File: src/rtl/gcla_pkg.sv
package gcla_pkg;
  typedef enum logic {
    SLICE_LOOKAHEAD = 1'b0,
    SLICE_RIPPLE    = 1'b1
  } slice_kind_e;
endpackage

File: src/rtl/gcla_slice_lookahead.sv
module gcla_slice_lookahead #(
  parameter int N = 4
) (
  input  logic [N-1:0] a,
  input  logic [N-1:0] b,
  input  logic         cin,
  output logic [N-1:0] sum,
  output logic         grp_g,
  output logic         grp_p
);
  logic [N-1:0] gen, prp, cbit;
  logic         run, gacc;

  assign gen = a & b;
  assign prp = a ^ b;

  // flattened lookahead carries into each bit of the slice
  always_comb begin
    cbit    = '0;
    cbit[0] = cin;
    run     = 1'b0;
    for (int j = 1; j < N; j++) begin
      for (int i = 0; i < j; i++) begin
        run = gen[i];
        for (int t = i + 1; t < j; t++) run = run & prp[t];
        cbit[j] = cbit[j] | run;
      end
      run = cin;
      for (int t = 0; t < j; t++) run = run & prp[t];
      cbit[j] = cbit[j] | run;
    end
  end

  // group generate as the same flattened form, without carry-in
  always_comb begin
    gacc = 1'b0;
    for (int i = 0; i < N; i++) begin
      logic term;
      term = gen[i];
      for (int t = i + 1; t < N; t++) term = term & prp[t];
      gacc = gacc | term;
    end
  end

  assign grp_g = gacc;
  assign grp_p = &prp;
  assign sum   = prp ^ cbit;

  always_comb begin

    slice_group_chk: assert ({grp_g | (grp_p & cin), sum} ==
                             ({1'b0, a} + {1'b0, b} + {{N{1'b0}}, cin}));

    slice_excl_chk: assert (!(grp_p && grp_g));
  end
endmodule

File: src/rtl/gcla_slice_ripple.sv
module gcla_slice_ripple #(
  parameter int N = 4
) (
  input  logic [N-1:0] a,
  input  logic [N-1:0] b,
  input  logic         cin,
  output logic [N-1:0] sum,
  output logic         grp_g,
  output logic         grp_p
);
  logic [N-1:0] gen, prp, cbit;
  logic         gacc;

  assign gen     = a & b;
  assign prp     = a ^ b;
  assign cbit[0] = cin;

  for (genvar j = 0; j < N; j++) begin : g_fa
    assign sum[j] = prp[j] ^ cbit[j];
    if (j < N - 1) begin : g_chain
      assign cbit[j+1] = gen[j] | (prp[j] & cbit[j]);
    end
  end

  // group terms accumulated up to the top bit of the slice
  always_comb begin
    gacc = 1'b0;
    for (int j = 0; j < N; j++) gacc = gen[j] | (prp[j] & gacc);
  end

  assign grp_g = gacc;
  assign grp_p = &prp;

  always_comb begin

    ripple_group_chk: assert ({grp_g | (grp_p & cin), sum} ==
                              ({1'b0, a} + {1'b0, b} + {{N{1'b0}}, cin}));
  end
endmodule

File: src/rtl/gcla_carry_net.sv
module gcla_carry_net #(
  parameter int M = 4
) (
  input  logic [M-1:0] gg,
  input  logic [M-1:0] gp,
  input  logic         c0,
  output logic [M:0]   cm
);
  logic run;

  always_comb begin
    cm    = '0;
    cm[0] = c0;
    run   = 1'b0;
    for (int j = 1; j <= M; j++) begin
      for (int i = 0; i < j; i++) begin
        run = gg[i];
        for (int t = i + 1; t < j; t++) run = run & gp[t];
        cm[j] = cm[j] | run;
      end
      run = c0;
      for (int t = 0; t < j; t++) run = run & gp[t];
      cm[j] = cm[j] | run;
    end
  end

  always_comb begin
    for (int i = 0; i < M; i++) begin

      net_link_chk: assert (cm[i+1] == (gg[i] | (gp[i] & cm[i])));
    end
  end
endmodule

File: src/rtl/gcla_adder.sv
module gcla_adder #(
  parameter int                    N    = 4,
  parameter int                    M    = 4,
  parameter gcla_pkg::slice_kind_e KIND = gcla_pkg::SLICE_LOOKAHEAD,
  localparam int                   K    = N * M
) (
  input  logic [K-1:0] a,
  input  logic [K-1:0] b,
  input  logic         cin,
  input  logic         sub,
  output logic [K-1:0] sum,
  output logic         cout,
  output logic         ovf
);
  logic [K-1:0] b_eff;
  logic         c_eff;
  logic [M-1:0] gg, gp;
  logic [M:0]   cm;
  logic         c_into_msb;

  assign b_eff = sub ? ~b : b;
  assign c_eff = sub | cin;

  for (genvar i = 0; i < M; i++) begin : g_slice
    if (KIND == gcla_pkg::SLICE_LOOKAHEAD) begin : g_la
      gcla_slice_lookahead #(.N(N)) u_slice (
        .a    (a[i*N +: N]),
        .b    (b_eff[i*N +: N]),
        .cin  (cm[i]),
        .sum  (sum[i*N +: N]),
        .grp_g(gg[i]),
        .grp_p(gp[i])
      );
    end else begin : g_rc
      gcla_slice_ripple #(.N(N)) u_slice (
        .a    (a[i*N +: N]),
        .b    (b_eff[i*N +: N]),
        .cin  (cm[i]),
        .sum  (sum[i*N +: N]),
        .grp_g(gg[i]),
        .grp_p(gp[i])
      );
    end
  end

  gcla_carry_net #(.M(M)) u_net (
    .gg(gg),
    .gp(gp),
    .c0(c_eff),
    .cm(cm)
  );

  assign cout       = cm[M];
  assign c_into_msb = sum[K-1] ^ a[K-1] ^ b_eff[K-1];
  assign ovf        = cout ^ c_into_msb;

  always_comb begin

    add_result_chk: assert ({cout, sum} ==
                            ({1'b0, a} + {1'b0, b_eff} + {{K{1'b0}}, c_eff}));

    no_overflow_chk: assert (ovf == ((a[K-1] == b_eff[K-1]) && (sum[K-1] != a[K-1])));
  end
endmodule

File: config.mk
export PLATFORM = sky130hd
export DESIGN_NAME = gcla_adder
export DESIGN_NICKNAME = d
export VERILOG_FILES = /design/src/rtl/gcla_pkg.sv /design/src/rtl/gcla_slice_lookahead.sv /design/src/rtl/gcla_slice_ripple.sv /design/src/rtl/gcla_carry_net.sv /design/src/rtl/gcla_adder.sv
export SDC_FILE = /design/constraint.sdc
export NUM_CORES = 1
export LEC_CHECK = 0
export BUFFER_PORTS_ARGS = -buffer_cell sky130_fd_sc_hd__buf_2
export CELL_PAD_IN_SITES_DETAIL_PLACEMENT = 1
export CELL_PAD_IN_SITES_GLOBAL_PLACEMENT = 2
export CORE_MARGIN = 2
export CORE_UTILIZATION = 24
export DETAILED_ROUTE_END_ITERATION = 8
export PLACE_DENSITY_LB_ADDON = 0.25
export SYNTH_ARGS = -nofsm -noshare
export SYNTH_HDL_FRONTEND = slang
export SYNTH_SLANG_ARGS = --single-unit
export TNS_END_PERCENT = 50
File: constraint.sdc
create_clock -name vclk -period 4.5
set_input_delay 0.9 -clock vclk [all_inputs]
set_output_delay 0.9 -clock vclk [all_outputs]
set_load 0.01 [all_outputs]
==> run_results.csv <==
group,metric,value,unit
run_status,status,"finished clean",
yosys,synth_cells,118,
die,die_width,69.1,microns
yosys,ys_types,28,
die,io_pins,52,
yosys,synth.avg_cell_area,8.63,sq um
finish,utilization,35.9,%
yosys,syn-num-nets,176,
sta,finalMaxSlewViolations,0,
detailed_routing,post_drt_wl_per_cell,12.0,microns
yosys,synth_top_cell_area_share,24.6,%
sta,tightest_slew,0.225,ns
finish,drive_above_1_share,44.8,%
detailed_routing,drcViolationCount,0,
global_route,grt-ovfl-total,0,
die,initial_core_util,25.3,%
die,dieArea,4780,sq um
finish,fillers,508,
power,peakVddDrop,0.0664,mV
power,leakage,0.742,nW
power,p_sw,160,uW
global_route,antenna_found_initial,0,
finish,seq_cells,0,
sta,fin_crit,4.35,ns
global_route,grt_pass1_vias,1074,
sta,setup_violations,0,
setup_path,critical_path_required,3.60,ns
setup_path,critPathKind,"primary input to output pin",
die,fp-row-count,23,
yosys,yosys_warnings,0,
die,die_h,69.1,microns
detailed_routing,via_per_inst,4.34,
global_route,grt_pass1_wl,4620,microns
sta,period_share,96.8,%
yosys,synthAdderAreaFrac,32.4,%
sta,fmax,230,MHz
power,p_int,153,uW
placement,dp.cells,224,
yosys,yosysSeqAreaShare,0,%
detailed_routing,drt-total-wl,2690,microns
yosys,synthTopCellsByArea,"ha_1, xor2_1, fa_1, xnor2_1, inv_1",
placement,gp_congestion,0.735,
setup_path,crit_path_end_kind,"output pin",
power,total_power,313,uW
yosys,synth-compound-area-share,15.6,%
setup_path,cp-start-kind,"primary input",
hold_path,hp-class,"primary input to output pin",
yosys,synthMuxAreaShare,0,%
power,clkPwrFrac,0,%
power,power_density,217,nW/um^2
sta,finalHoldViolations,0,
yosys,synth.cell_area,1020,sq um
yosys,synth_top_family_by_area,"adder cells",
hold_path,min_to,"sum[5]",
clock_tree,cts_setup_buffers,0,
setup_path,path_max_fanout,10,
global_route,grt_max_degree,11,
hold_path,hold_path.startpoint,"a[5]",
finish,mostFrequentLayoutCell,"buf_2",
yosys,synth.largest_area_cell,"ha_1",
clock_tree,hold_buffers,0,
flow_run,maxCapViolCount,0,
yosys,synthSimpleGateAreaFrac,17.2,%
finish,nNetsFinal,234,
sta,rsz0062_at_grt,"false",
power,switching_share,51.2,%
power,p_seq_share,0,%
finish,multiInputGateArea,990,sq um
finish,instances_no_fill,224,
sta,slew_headroom,85.0,%
detailed_routing,drt_iter0_markers,1,
detailed_routing,vias,972,
setup_path,crit_arrival,3.45,ns
placement,portBuffers,52,
finish,layout_common_cells,"buf_2, ha_1, inv_1",
detailed_routing,dr.pass1.iters,2,
finish,clkbuf_count,0,
finish,regArea,0,sq um
global_route,grt_usage,10.9,%
detailed_routing,drtAntennaViolNets,0,
hold_path,min_path_cells,4,
power,share_comb_of_total_power,100.0,%
finish,num_antenna_cells,0,
die,coreArea,4030,sq um
finish,area_growth,41.9,%
placement,hpwlAfterDp,2370,microns
yosys,synth_xor_xnor_area_share,27.3,%
## power by group through the flow
stage                     clock network, mW  logic (mW)  registers [mW]
after detailed placement                  0       0.307               0
after floorplan                           0       0.201               0
after global routing                      0       0.350               0
after global placement                    0       0.300               0
final                                     0       0.313               0
after CTS                                 0       0.310               0
## how the worst max path moves through the flow
stage	slack [ns]	start	depth (start not counted)	endpoint
after floorplan	0.04	sub	16	ovf
after global placement	-0.1	sub	17	ovf
after detailed placement	-0.15	sub	17	ovf
after CTS	0.03	sub	17	ovf
after global routing	0.0003	sub	17	ovf
final	0.15	sub	17	ovf
## metal layers
metal / global-route usage, % / vias to the layer above / wire, microns
li1: - / 500 / -
met1: 14.0 / 444 / 1130
met2: 21.6 / 28 / 1450
met3: 0.146 / 0 / 113
met4: 0 / 0 / 0
met5: 0 / - / 0
## worst max-delay path, cell delays in order
cell	delay [ns]
buf_12	0.13
buf_12	0.14
xor2_1	0.15
ha_1	0.33
nand2_2	0.12
nor3_4	0.05
a211oi_2	0.17
and3_4	0.20
inv_1	0.04
ha_2	0.16
o21a_1	0.18
o21a_4	0.22
nor2_8	0.11
xnor2_4	0.14
xnor2_2	0.14
xnor2_1	0.13
buf_2	0.14
## cell families (layout without fill, tap and decap cells)
family | Yosys count | count (layout)
adder cells (fa/ha/maj) | 24 | 24
buffers and inverters | 18 | 74
AO/OA/AOI/OAI | 21 | 21
XOR/XNOR | 27 | 27
AND/OR/NAND/NOR | 28 | 28
## cells in the mapped netlist (2+ instances only)
library cell / count
ha_1: 20
a21oi_1: 5
o21a_1: 7
inv_1: 16
nor3_1: 4
xor2_2: 2
o21ai_0: 2
fa_1: 4
xor2_1: 15
a21o_1: 2
nand4_1: 3
nor2_1: 11
xnor2_1: 8
nor2_8: 2
nand2_1: 4
## cell type report
cell class | count | share of cell area (%)
Inverter | 16 | 4.16
Multi-Input combinational cell | 100 | 68.5
Timing Repair Buffer | 58 | 23.0
Tap cell | 50 | 4.33
## through the flow
step,TNS [ns],hold WS (ns),setup slack [ns],instance area [sq um]
3_3_place_gp,-0.0972,2.28,-0.0972,1380
4_1_cts,0,2.28,0.0305,1390
2_1_floorplan,0,2.05,0.0374,1020
6_report,0,2.25,0.145,1450
3_5_place_dp,-0.149,2.28,-0.149,1380
5_1_grt,0,2.28,0.000347,1450
## timing repair
| item | 4_1_cts | 5_1_grt |
|---|---|---|
| gates resized for setup | 2 | 12 |
| setup endpoints to repair | 1 | 1 |
| pin swaps | 0 | 2 |
No activity file was read; power rests on OpenSTA's default activity.
